File: src/rtl/serial_bank_pkg.sv
package serial_bank_pkg;
  localparam int unsigned BYTE_W = 8;
  localparam int unsigned ADDR_W = 3;

  typedef enum logic [ADDR_W-1:0] {
    OFS_DATA  = 3'd0,
    OFS_IEN   = 3'd1,
    OFS_IID   = 3'd2,
    OFS_LCTL  = 3'd3,
    OFS_MCTL  = 3'd4,
    OFS_LSTAT = 3'd5,
    OFS_MSTAT = 3'd6,
    OFS_SCR   = 3'd7
  } reg_ofs_e;

  localparam logic [7:0] IID_NONE   = 8'h01;
  localparam logic [7:0] IID_TX     = 8'h02;
  localparam logic [7:0] IID_RX     = 8'h04;
  localparam logic [7:0] IID_FIXED  = 8'hC0;
  localparam logic [7:0] LCTL_RST   = 8'h03;
  localparam logic [7:0] MCTL_RST   = 8'h08;
  localparam logic [7:0] LSTAT_BASE = 8'h60;
  localparam logic [7:0] MSTAT_RST  = 8'hB0;
  localparam logic [15:0] DIV_RST   = 16'd12;

  localparam int unsigned LCTL_DIV_SEL = 7;
  localparam int unsigned MCTL_LOOP    = 4;
  localparam int unsigned IEN_RX       = 0;
  localparam int unsigned IEN_TX       = 1;
endpackage

File: src/rtl/serial_rx_queue.sv
module serial_rx_queue #(
  parameter int unsigned DEPTH  = 64,
  parameter int unsigned DATA_W = 8
) (
  input  logic              clk_i,
  input  logic              rst_ni,
  input  logic              push_i,
  input  logic [DATA_W-1:0] data_i,
  input  logic              pop_i,
  output logic [DATA_W-1:0] head_o,
  output logic              empty_o,
  output logic              full_o,
  output logic              push_ok_o,
  output logic [$clog2(DEPTH+1)-1:0] count_o
);
  localparam int unsigned PTR_W = (DEPTH > 1) ? $clog2(DEPTH) : 1;
  localparam int unsigned CNT_W = $clog2(DEPTH + 1);

  logic [DATA_W-1:0] mem_q [DEPTH];
  logic [PTR_W-1:0]  wptr_q, rptr_q;
  logic [CNT_W-1:0]  cnt_q;
  logic              wr_ok, rd_ok;

  function automatic logic [PTR_W-1:0] bump(input logic [PTR_W-1:0] p);
    return (p == PTR_W'(DEPTH - 1)) ? '0 : p + 1'b1;
  endfunction

  assign empty_o   = (cnt_q == '0);
  assign full_o    = (cnt_q == CNT_W'(DEPTH));
  assign wr_ok     = push_i && !full_o;
  assign rd_ok     = pop_i && !empty_o;
  assign push_ok_o = wr_ok;
  assign head_o    = mem_q[rptr_q];
  assign count_o   = cnt_q;

  always_ff @(posedge clk_i or negedge rst_ni) begin
    if (!rst_ni) begin
      wptr_q <= '0;
      rptr_q <= '0;
      cnt_q  <= '0;
    end else begin
      if (wr_ok) wptr_q <= bump(wptr_q);
      if (rd_ok) rptr_q <= bump(rptr_q);
      case ({wr_ok, rd_ok})
        2'b10:   cnt_q <= cnt_q + 1'b1;
        2'b01:   cnt_q <= cnt_q - 1'b1;
        default: cnt_q <= cnt_q;
      endcase
    end
  end

  always_ff @(posedge clk_i) begin
    if (wr_ok) mem_q[wptr_q] <= data_i;
  end
endmodule

File: src/rtl/serial_irq_ident.sv
module serial_irq_ident
  import serial_bank_pkg::*;
(
  input  logic       clk_i,
  input  logic       rst_ni,
  input  logic       iid_rd_i,
  input  logic       data_rd_i,
  input  logic       raise_tx_i,
  input  logic       raise_rx_i,
  output logic [7:0] iid_o,
  output logic       irq_o
);
  logic [7:0] iid_q, iid_d;
  logic       irq_q;

  // read-side clears first, then raises of this cycle
  always_comb begin
    iid_d = iid_q;
    if (iid_rd_i) iid_d = IID_NONE;
    if (data_rd_i) begin
      iid_d = iid_d & ~IID_RX;
      if (iid_d == 8'h00) iid_d = IID_NONE;
    end
    if (raise_tx_i) iid_d = (iid_d & ~IID_NONE) | IID_TX;
    if (raise_rx_i) iid_d = (iid_d & ~IID_NONE) | IID_RX;
  end

  always_ff @(posedge clk_i or negedge rst_ni) begin
    if (!rst_ni) begin
      iid_q <= IID_NONE;
      irq_q <= 1'b0;
    end else begin
      iid_q <= iid_d;
      irq_q <= raise_tx_i || raise_rx_i;
    end
  end

  assign iid_o = iid_q;
  assign irq_o = irq_q;
endmodule

File: src/rtl/serial_modem_view.sv
module serial_modem_view
  import serial_bank_pkg::*;
(
  input  logic [7:0] mctl_i,
  output logic [7:0] mstat_o
);
  logic loop;
  assign loop = mctl_i[MCTL_LOOP];

  always_comb begin
    if (loop) begin
      mstat_o = {MSTAT_RST[7:4] & 4'h0, MSTAT_RST[3:0]};
      mstat_o[7] = mctl_i[3];
      mstat_o[6] = mctl_i[2];
      mstat_o[5] = mctl_i[0];
      mstat_o[4] = mctl_i[1];
    end else begin
      mstat_o = MSTAT_RST;
    end
  end
endmodule

File: src/rtl/serial_reg_bank.sv
module serial_reg_bank
  import serial_bank_pkg::*;
#(
  parameter int unsigned QUEUE_DEPTH = 64
) (
  input  logic       clk_i,
  input  logic       rst_ni,
  input  logic       wr_en_i,
  input  logic       rd_en_i,
  input  logic [2:0] addr_i,
  input  logic [7:0] wdata_i,
  output logic [7:0] rdata_o,
  input  logic       rx_valid_i,
  input  logic [7:0] rx_data_i,
  output logic       tx_valid_o,
  output logic [7:0] tx_data_o,
  output logic       irq_o
);
  localparam int unsigned CNT_W = $clog2(QUEUE_DEPTH + 1);

  logic [3:0]  ien_q;
  logic [7:0]  lctl_q, mctl_q, scr_q;
  logic [15:0] div_q;
  logic [7:0]  rdata_q, tx_data_q;
  logic        tx_valid_q;

  logic        div_sel, loop;
  logic        wr_data, wr_ien, wr_div_lo, wr_div_hi;
  logic        rd_data, rd_iid;
  logic        q_push, q_push_ok, q_empty, q_full;
  logic [7:0]  q_din, q_head;
  logic [CNT_W-1:0] q_count;
  logic        raise_tx, raise_rx;
  logic [7:0]  iid, mstat_view, lstat, rd_val;
  reg_ofs_e    ofs;

  assign ofs     = reg_ofs_e'(addr_i);
  assign div_sel = lctl_q[LCTL_DIV_SEL];
  assign loop    = mctl_q[MCTL_LOOP];

  assign wr_data   = wr_en_i && (ofs == OFS_DATA) && !div_sel;
  assign wr_ien    = wr_en_i && (ofs == OFS_IEN)  && !div_sel;
  assign wr_div_lo = wr_en_i && (ofs == OFS_DATA) && div_sel;
  assign wr_div_hi = wr_en_i && (ofs == OFS_IEN)  && div_sel;
  assign rd_data   = rd_en_i && (ofs == OFS_DATA) && !div_sel;
  assign rd_iid    = rd_en_i && (ofs == OFS_IID);

  // loopback swaps the queue source from the RX stream to data writes
  assign q_push = loop ? wr_data : rx_valid_i;
  assign q_din  = loop ? wdata_i : rx_data_i;

  serial_rx_queue #(
    .DEPTH  (QUEUE_DEPTH),
    .DATA_W (BYTE_W)
  ) u_queue (
    .clk_i     (clk_i),
    .rst_ni    (rst_ni),
    .push_i    (q_push),
    .data_i    (q_din),
    .pop_i     (rd_data),
    .head_o    (q_head),
    .empty_o   (q_empty),
    .full_o    (q_full),
    .push_ok_o (q_push_ok),
    .count_o   (q_count)
  );

  assign raise_rx = q_push_ok && ien_q[IEN_RX];
  assign raise_tx = wr_data && !loop && ien_q[IEN_TX];

  serial_irq_ident u_ident (
    .clk_i      (clk_i),
    .rst_ni     (rst_ni),
    .iid_rd_i   (rd_iid),
    .data_rd_i  (rd_data),
    .raise_tx_i (raise_tx),
    .raise_rx_i (raise_rx),
    .iid_o      (iid),
    .irq_o      (irq_o)
  );

  serial_modem_view u_modem (
    .mctl_i  (mctl_q),
    .mstat_o (mstat_view)
  );

  assign lstat = LSTAT_BASE | {7'b0, !q_empty};

  always_comb begin
    unique case (ofs)
      OFS_DATA:  rd_val = div_sel ? div_q[7:0] : (q_empty ? 8'h00 : q_head);
      OFS_IEN:   rd_val = div_sel ? div_q[15:8] : {4'b0, ien_q};
      OFS_IID:   rd_val = iid | IID_FIXED;
      OFS_LCTL:  rd_val = lctl_q;
      OFS_MCTL:  rd_val = mctl_q;
      OFS_LSTAT: rd_val = lstat;
      OFS_MSTAT: rd_val = mstat_view;
      OFS_SCR:   rd_val = scr_q;
      default:   rd_val = 8'h00;
    endcase
  end

  always_ff @(posedge clk_i or negedge rst_ni) begin
    if (!rst_ni) begin
      ien_q      <= '0;
      lctl_q     <= LCTL_RST;
      mctl_q     <= MCTL_RST;
      scr_q      <= '0;
      div_q      <= DIV_RST;
      rdata_q    <= '0;
      tx_valid_q <= 1'b0;
      tx_data_q  <= '0;
    end else begin
      if (wr_ien)    ien_q       <= wdata_i[3:0];
      if (wr_div_lo) div_q[7:0]  <= wdata_i;
      if (wr_div_hi) div_q[15:8] <= wdata_i;
      if (wr_en_i && ofs == OFS_LCTL) lctl_q <= wdata_i;
      if (wr_en_i && ofs == OFS_MCTL) mctl_q <= wdata_i;
      if (wr_en_i && ofs == OFS_SCR)  scr_q  <= wdata_i;
      if (rd_en_i) rdata_q <= rd_val;
      tx_valid_q <= wr_data && !loop;
      if (wr_data && !loop) tx_data_q <= wdata_i;
    end
  end

  assign rdata_o    = rdata_q;
  assign tx_valid_o = tx_valid_q;
  assign tx_data_o  = tx_data_q;
endmodule

File: config.mk
export PLATFORM = sky130hd
export DESIGN_NAME = serial_reg_bank
export DESIGN_NICKNAME = d
export VERILOG_FILES = /design/src/rtl/serial_bank_pkg.sv /design/src/rtl/serial_rx_queue.sv /design/src/rtl/serial_irq_ident.sv /design/src/rtl/serial_modem_view.sv /design/src/rtl/serial_reg_bank.sv
export SDC_FILE = /design/constraint.sdc
export NUM_CORES = 1
export LEC_CHECK = 0
export BUFFER_PORTS_ARGS = -buffer_cell sky130_fd_sc_hd__buf_2
export CAP_MARGIN = 20
export CORE_ASPECT_RATIO = 1.25
export CORE_MARGIN = 5
export CORE_UTILIZATION = 25
export DETAILED_ROUTE_END_ITERATION = 10
export PLACE_DENSITY = 0.51
export SETUP_SLACK_MARGIN = 0.5
export SYNTH_ARGS = -nofsm -noshare
export SYNTH_HDL_FRONTEND = slang
export SYNTH_SLANG_ARGS = --single-unit
File: constraint.sdc
create_clock -name clk_i -period 3.5 [get_ports clk_i]
set_clock_uncertainty 0.05 [all_clocks]
set_input_delay 0 -clock clk_i [delete_from_list [all_inputs] [get_ports clk_i]]
set_output_delay 0 -clock clk_i [all_outputs]
set_load 0.01 [all_outputs]
Yosys cells after proc, flatten, opt, wreduce, memory -nomap -nowiden
Memories as Yosys holds them, arrays and structs flattened.
Cells that the tools add are included.
{"block": "word_totals", "ff_bits": 89, "ram_bits": 512, "input_bits": 24, "out_inout_bits": 18, "wordCells": 74, "mem_count": 1}
{"memory": "u_queue.mem_q", "depth": 64, "word_bits": 8, "rd": 1, "rd_ports_with_merged_regs": 0, "write_ports": 1, "line": "serial_rx_queue.sv:19", "rtl": "logic [DATA_W-1:0] mem_q [DEPTH];"}
{"block": "op_classes", "add_sub_neg": 4, "n_eq_ne": 12, "n_mux": 17, "reduce_logical": 26}
{"cell": "8-bit 2-to-1 mux", "n": 8}
{"cell": "8-bit one-hot mux with 8 select lines", "n": 1}
{"cell": "1-bit logical AND", "n": 17}
{"cell": "7-bit one-hot mux with 2 select lines", "n": 1}
{"cell": "6-bit by 1-bit adder with 6-bit output, second input constant", "n": 2}
{"cell": "3-bit equality test, second input constant", "n": 4}
{"cell": "6-bit equality test, second input constant", "n": 2}
{"cell": "6-bit 2-to-1 mux", "n": 2}
{"cell": "8-bit zero test", "n": 1}
{"cell": "7-bit by 1-bit adder with 7-bit output, second input constant", "n": 1}
{"cell": "7-bit equality test, second input constant", "n": 1}
{"cell": "7-bit zero test", "n": 1}
{"cell": "7-bit by 1-bit subtractor with 7-bit output, second input constant", "n": 1}
{"cell": "3-bit by 2-bit equality test with 1-bit output, second input constant", "n": 2}
{"cell": "1-bit zero test", "n": 4}
{"cell": "3-bit by 1-bit equality test with 1-bit output, second input constant", "n": 1}
{"cell": "3-bit zero test", "n": 1}
{"cell": "1-bit 2-to-1 mux", "n": 3}
{"cell": "3-bit 2-to-1 mux", "n": 1}
{"cell": "2-bit by 1-bit equality test with 1-bit output, second input constant", "n": 1}
{"cell": "2-bit equality test, second input constant", "n": 1}
{"cell": "2-bit 2-to-1 mux", "n": 1}
{"cell": "2-bit nonzero test", "n": 1}
{"cell": "1-bit logical OR", "n": 1}

Logic depth before layout (Yosys ltp)
Gate-level depths: netlist of run 1.
{"block": "depth", "depth_word": 8, "mapped_depth": 15, "ltp_nobuf": 13}

By module
A second synthesis of run 1 with hierarchy kept.
{"block": "hier_totals", "cells_unflattened": 1345, "hier_area_um2": 24836.3}
{"module": "serial_rx_queue", "instances": 1, "cells_per_inst": 1046, "area_per_inst_um2": 21324.2, "seq_area_each_um2": 15850.2}
{"module": "serial_reg_bank", "instances": 1, "cells_per_inst": 267, "area_per_inst_um2": 3143.0, "seq_area_each_um2": 1532.7}
{"module": "serial_irq_ident", "instances": 1, "cells_per_inst": 23, "area_per_inst_um2": 310.3, "seq_area_each_um2": 226.5}
{"module": "serial_modem_view", "instances": 1, "cells_per_inst": 9, "area_per_inst_um2": 58.8, "seq_area_each_um2": 0.0}

Worst setup path after synthesis of run 1
Ideal clock, no wire load.
{"block": "synth_timing", "kind": "register -> register", "from": "register u_queue.cnt_q[0], in the netlist u_queue.count_o[0]", "to": "register u_queue.cnt_q[6], in the netlist u_queue.count_o[6]", "setup_ns": 0.080, "arrival_time_ns": 3.278, "required_time_ns": 3.370, "setup_slack_ns": 0.092, "path_stages_with_launch": 15, "path_buffers": 1, "period_less_slack_ns": 3.408, "path_cell_list": "dfrtp_1 or4_4 nor3_1 nor2_1 inv_1 ha_1 clkbuf_1 xor2_1 ha_1 and3b_1 o21ai_1 o21ai_0 or3_1 a31oi_1 xnor2_1"}
{"block": "synth_between", "elab_chain_len": 5, "word_cells_on_any_way": 12, "classes_between": "add/sub: 2; eq/ne: 3; mux: 1; reduce/logical: 6"}
{"element": "start: declaration", "line": "serial_rx_queue.sv:21", "rtl": "logic [CNT_W-1:0] cnt_q;"}
{"element": "start signal: assignment", "line": "serial_rx_queue.sv:45", "rtl": "2'b10: cnt_q <= cnt_q + 1'b1;"}
{"element": "start signal: assignment", "line": "serial_rx_queue.sv:46", "rtl": "2'b01: cnt_q <= cnt_q - 1'b1;"}
{"element": "start signal: assignment", "line": "serial_rx_queue.sv:47", "rtl": "default: cnt_q <= cnt_q;"}
{"element": "branches (longest 5 deep; another with 7-bit by 1-bit subtractor with 7-bit output)"}
Parallel ways; which one is timed is not known.
A chain may end at the register's enable or synchronous reset.

Worst setup path in the final report of run 1
{"block": "layout_timing", "from": "register u_queue.cnt_q[4], in the netlist u_queue.count_o[4]", "to": "register u_queue.cnt_q[6], in the netlist u_queue.count_o[6]"}
Same word-level chain as after synthesis.

==> results of run 1 <==
-- cell families after synthesis --
| kind of cell | count (synthesis) |
|---|---|
| flops | 601 |
| mux | 236 |
| simple gates | 230 |
| compound gates | 132 |
| buf+inv | 84 |
| xor+xnor | 16 |
| fa+ha+maj | 5 |
-- area by class of cell --
type | instances | area (um2)
clock buffer | 75 | 1560
clock inverter | 34 | 288
sequential | 601 | 17600
tap | 1300 | 1630
fill | 9570 | 68100
inverter | 12 | 45.0
multi-input combinational | 619 | 6370
timing repair buffer | 183 | 1460
-- flip-flops by register name, summed over array words and instances, names as in the netlist, 8 cells and up --
name           count
u_queue.mem_q    512
div_q             16
lctl_q             8
mctl_q             8
rdata_o            8
scr_q              8
tx_data_o          8
u_ident.iid_o      8
-- path summary, 6_finish.rpt --
path	start	endpoint	slack (ps)	depth (start not counted)
max in group asynchronous	rst_ni	mctl_q[3]	2420	4
hold reg to reg	u_ident.iid_o[7]	u_ident.iid_o[7]	450	1
hold / removal	rx_data_i[2]	u_queue.mem_q[22][2]	50	2
min in group asynchronous	rst_ni	div_q[3]	460	3
setup reg to reg	u_queue.count_o[4]	u_queue.count_o[6]	390	14
setup / recovery	u_queue.count_o[4]	u_queue.count_o[6]	390	14
-- power breakdown --
part	total, W	switching (W)	internal, W
sequential	0.00882	0.000366	0.00846
clock	0.00614	0.00270	0.00343
combinational	0.00530	0.00285	0.00245
-- per-stage QoR --
step           util (%)  cells  setup slack (ps)  hold slack [ps]  cell area, um2
2_1_floorplan         -   1304               429             -346           24300
3_3_place_gp       27.5   2677               397             57.5           26700
3_5_place_dp       27.5   2677               351             55.4           26700
4_1_cts            29.6   2808               447             14.5           28700
5_1_grt            29.8   2824               241             59.3           29000
6_report           29.8   2824               387             49.1           29000
-- critical path: stages, from the launching register on --
cell and delay, ps:
dfrtp_1 420, or4_4 610, nor3_4 190, nor2_2 70
inv_2 100, ha_4 140, xor2_1 190, ha_2 230
and3b_1 170, o21ai_2 70, buf_6 130, nor3b_4 230
o21ai_2 90, a31oi_2 200, xnor2_1 140
-- per-layer routing --
metal  wire length, um  vias to the layer above
met3              2770                      111
met1             26200                     6865
met4              2160                        0
met2             32000                      346
li1                  -                     5605
met5                 0                        -
-- layout by cell type (no fill, tap or decap), types with 5 or more instances in the layout --
master / n
a21oi_1: 32
nor2_1: 101
clkinv_2: 12
nand3_1: 20
a211oi_1: 13
mux2_2: 73
inv_1: 10
o21ai_0: 16
nand2_1: 39
buf_2: 40
a22oi_1: 13
nor3_1: 6
and3_1: 6
and2_1: 5
xor2_1: 6
clkbuf_1: 14
xnor2_1: 10
buf_12: 8
clkinv_1: 14
buf_4: 115
a31oi_1: 8
mux2i_1: 32
dlygate4sd3_1: 16
dfrtp_1: 78
nor2b_1: 16
clkbuf_16: 59
nand3b_1: 6
mux4_2: 131
o221ai_1: 7
edfxtp_1: 512
dfstp_2: 6
o22ai_1: 5
-- what timing repair did --
item | 4_1_cts | 5_1_grt
endpoints found under the setup margin | 9 | 68
endpoints found under the hold margin | 119 | 0
resized for setup | 5 | 10
pin swaps | 5 | 8
hold buffers | 17 | 0
setup buffers | 5 | 16
cloned | 0 | 0
==> impl_metrics.yaml, run 1 <==
run_status:
  status: "finished, final reports clean"
sta:
  slew_violations: 0
  relSlewSlack_pct: 28.9
  fmax_mhz: 321
  post-route-min-period_ps: 3110
  fin_tns_setup_ps: 0
  hold_viol: 0
  setup_violations: 0
  rsz0062_at_grt: "yes"
  worst_slew_pin_slew_ps: 1070
  finalCritPeriodShare_pct: 88.9
synth:
  syn_nets: 1333
  synth_common_cells: "512 x edfxtp_1, 131 x mux4_2, 104 x nor2_1"
  ys_ff_latch: 601
  synth-edff-count: 512
  synth_top_family_by_area: "multiplexers"
  synth_top_cell_by_area: "edfxtp_1"
  ys_seq_area_share_pct: 72.4
  synth_top_area_share_pct: 63.2
  ys_async_sr_fraction_pct: 14.8
  synth_compound_area_share_pct: 3.71
  synthAdderAreaFrac_pct: 0.257
  avgSynthCellArea_um2: 18.6
  synth_xor_area_share_pct: 0.576
  ys_top_cells_by_area: "edfxtp_1 63%, mux4_2 12%, dfrtp_1 8.5%"
  yosysMostFrequentCell: "edfxtp_1"
  syn_inst: 1304
  synth_warnings: 0
  synthesis.area_um2: 24300
  ys.flop_type: "edfxtp_1"
  yosys.area_share.simple_pct: 4.50
  muxShareOfSynthArea_pct: 16.8
  synth_cell_types: 65
power_and_ir_drop:
  p_leak_nw: 9.46
  power.total_w: 0.0203
  power_density_nw_per_um2: 699
  peakVddDrop_mv: 0.360
die:
  die_w_um: 289
  initial_utilization_pct: 25.1
  die-area_um2: 104000
  fp-row-count: 128
  coreArea_um2: 97100
  ios: 42
  die_y_um: 359
layout:
  syn2layout_area_growth_pct: 19.1
  layout-drive-gt1-share_pct: 31.9
  antenna_cells: 0
  nets: 1505
routing:
  wl_per_cell_um: 22.4
  viasPerCell: 4.58
  dr.pass1.iters: 5
  ant_nets: 0
  drc: 0
  vias: 12927
  wirelength_um: 63100
  drtIter0Drc: 944
worst_setup_path:
  crit_arrival_ps: 3610
  end_kind: "flip-flop"
  crit_type: "reg -> reg"
  crit_path_start_kind: "flip-flop"
  crit_required_ps: 3990
  cp_max_fo: 4
grt:
  antenna_found_initial: 0
  grtUsageMet1_pct: 15.4
  grt.busiest_layer: "met2"
  grt_pass1_vias: 13635
  met2_usage_pct: 20.5
  gr-usage-met3_pct: 1.73
  gr-total-overflow: 0
  grt_pass1_wl_um: 92300
  grt_use_total_pct: 11.9
  grt_max_degree: 65
clock_tree:
  clock-sinks: 601
  cts.clk_slew.worst_paths_ps: 60
  clk-insertion-delay-late_ps: 630
  cts_tree: "built"
  cts_buffers: 59
  clockBufferDepth: 3
  htree_levels: 2
  root_buffer: "clkbuf_16"
hold_path:
  hold_class: "in -> reg"
placement:
  dp_hpwl_um: 41500
  place_congestion: 0.795
  port_buffers: 41
job:
  drv_cap: 0
(Power assumes the default switching activity.)
==> run 2, diff against run 1 <==
--- a/config.mk
+++ b/config.mk
@@ -11,6 +11,7 @@
 export CORE_MARGIN = 5
 export CORE_UTILIZATION = 25
 export DETAILED_ROUTE_END_ITERATION = 10
+export GPL_TIMING_DRIVEN = 0
 export PLACE_DENSITY = 0.51
 export SETUP_SLACK_MARGIN = 0.5
 export SYNTH_ARGS = -nofsm -noshare
==> run 2 against run 1 <==
Sequential power down 1%. Die area unchanged. Non-clock buffer count down 12. Flip-flop and latch count unchanged. Largest power group unchanged. Hold slack worse by 13 ps. Cell count down 0.60%.
==> impl_metrics.yaml, run 2 (synthesized netlist as in run 1, its figures left out) <==
job:
  drv_cap: 0
clock_tree:
  cts_buffers: 56
  htree_levels: 2
  clk-insertion-delay-late_ps: 630
  cts.clk_slew.worst_paths_ps: 60
  root_buffer: "clkbuf_16"
  cts_tree: "built"
  clock-sinks: 601
  clockBufferDepth: 3
grt:
  grt_max_degree: 65
  grt_use_total_pct: 13.5
  gr-total-overflow: 0
  grt_pass1_wl_um: 101000
  grt_pass1_vias: 13678
  antenna_found_initial: 0
hold_path:
  hold_depth: 2
  hold_class: "in -> reg"
layout:
  antenna_cells: 0
  final_common_cell: "edfxtp_1"
  multi_input_area_um2: 6720
  layout-drive-gt1-share_pct: 34.6
  fillers: 9609
  largest_register_ffs: 512
  syn2layout_area_growth_pct: 20.2
  nets: 1490
  seqCellArea_um2: 17600
  final_cell_mix: "512 x edfxtp_1, 131 x mux4_2, 82 x dfrtp_1"
  regMostFlops: "u_queue.mem_q"
  reg.largest.list: "u_queue.mem_q (512), div_q (16)"
placement:
  dp_hpwl_um: 47800
  place_congestion: 0.829
  port_buffers: 38
worst_setup_path:
  crit_arrival_ps: 3640
  rr_worst_depth: 13
  crit_required_ps: 3990
  crit_chain: "or4_4 -> nor3_4 -> nor3_4 -> ha_4 -> buf_8 -> xor2_1 -> ha_2 -> and3b_1 -> o21ai_2 -> o21ai_1 -> or3_1 -> a31oi_2 -> xnor2_1"
  worstSetupPathDepth: 13
  cpMostUsedCell: "nor3_4"
  cpMaxStageDelayCell: "or4_4"
  critPathBufInv: 1
  end_kind: "flip-flop"
  cp_max_fo: 7
  cpPeakStageDelay_ps: 590
  crit_path_start_kind: "flip-flop"
  crit_type: "reg -> reg"
  path_delay_family: "simple AND/OR/NAND/NOR gates"
die:
  die_w_um: 289
  coreArea_um2: 97100
  die_y_um: 359
  initial_utilization_pct: 25.1
  ios: 42
  die-area_um2: 104000
  fp-row-count: 128
sta:
  setup_violations: 0
  worst_slew_pin_slew_ps: 877
  relSlewSlack_pct: 41.3
  post-route-min-period_ps: 3150
  fin_tns_setup_ps: 0
  timing.hold.ws_ps: 36.3
  slew_violations: 0
  finalCritPeriodShare_pct: 90.0
  fmax_mhz: 317
  rsz0062_at_grt: "yes"
  hold_viol: 0
power_and_ir_drop:
  p_leak_nw: 9.35
  peakVddDrop_mv: 0.373
  power.total_w: 0.0210
  power_density_nw_per_um2: 717
routing:
  wl_per_cell_um: 25.2
  ant_nets: 0
  viasPerCell: 4.75
  wirelength_um: 70800
  drtIter0Drc: 1061
  drc: 0
  vias: 13325
  dr.pass1.iters: 5
run_status:
  status: "finished, final reports clean"
-- run 2: cell types whose count changed in the layout (fill, tap and decap cells not counted), sizes merged --
| cell | delta |
|---|---|
| clkbuf | +18 |
| inv | +1 |
| buf | -37 |
| bufinv | +2 |
| clkinv | -1 |
| clkinvlp | +2 |
| clkdlybuf4s15 | +1 |
| dlygate4sd3 | -3 |
-- run 2: worst paths after layout --
path	start	end	slack, ps
max	u_queue.count_o[3]	u_queue.count_o[6]	350
min	rx_data_i[4]	u_queue.mem_q[13][4]	40
max reg2reg	u_queue.count_o[3]	u_queue.count_o[6]	350
min reg2reg	u_ident.iid_o[6]	u_ident.iid_o[6]	440
max in group asynchronous	rst_ni	div_q[3]	2600
min in group asynchronous	rst_ni	u_ident.iid_o[0]	480
-- run 2: stage by stage --
stage / instances / setup slack, ps / util [%] / instance area [um2]
5_1_grt: 2807 / 220 / 30.1 / 29200
6_report: 2807 / 349 / 30.1 / 29200
4_1_cts: 2798 / 179 / 29.8 / 28900
3_3_place_gp: 2642 / -445 / 27.0 / 26200
3_5_place_dp: 2654 / -310 / 27.2 / 26400
2_1_floorplan: 1304 / 429 / - / 24300
-- run 2: repair_timing --
action | 4_1_cts | 5_1_grt
resized for setup | 112 | 58
endpoints found under the hold margin | 145 | 10
pin swaps | 10 | 12
hold buffers | 13 | 1
buffers inserted | 27 | 6
setup endpoints to repair | 451 | 211
-- run 2: area by class of cell --
type / instances / area share, %
flip-flops and latches: 601 / 60.3
clock inverters: 38 / 1.20
multi-input cells: 619 / 23.0
repair buffers: 99 / 2.96
inverters: 12 / 0.163
plain buffers: 72 / 1.81
clock buffers: 66 / 5.06
well taps: 1300 / 5.57
-- run 2: worst register-to-register path, cell delays in order (launching register included) --
cell	delay [ps]
dfrtp_2	420
or4_4	590
nor3_4	190
nor3_4	90
ha_4	200
buf_8	120
xor2_1	140
ha_2	190
and3b_1	170
o21ai_2	150
o21ai_1	90
or3_1	320
a31oi_2	220
xnor2_1	140
-- run 2: where the power goes --
group / switching (W) / total [W] / leakage, nW / internal [W]
registers: 0.000249 / 0.00869 / 5.69 / 0.00844
clock network: 0.00271 / 0.00617 / 0.900 / 0.00346
logic: 0.00360 / 0.00611 / 2.76 / 0.00251
total: 0.00656 / 0.0210 / 9.35 / 0.0144
-- run 2: metal layers --
layer / share of wire, % / GRT usage (%)
met5: 0 / 0
met4: 4.1 / 4.94
met3: 5.3 / 1.88
met2: 53 / 24.4
met1: 38 / 16.3
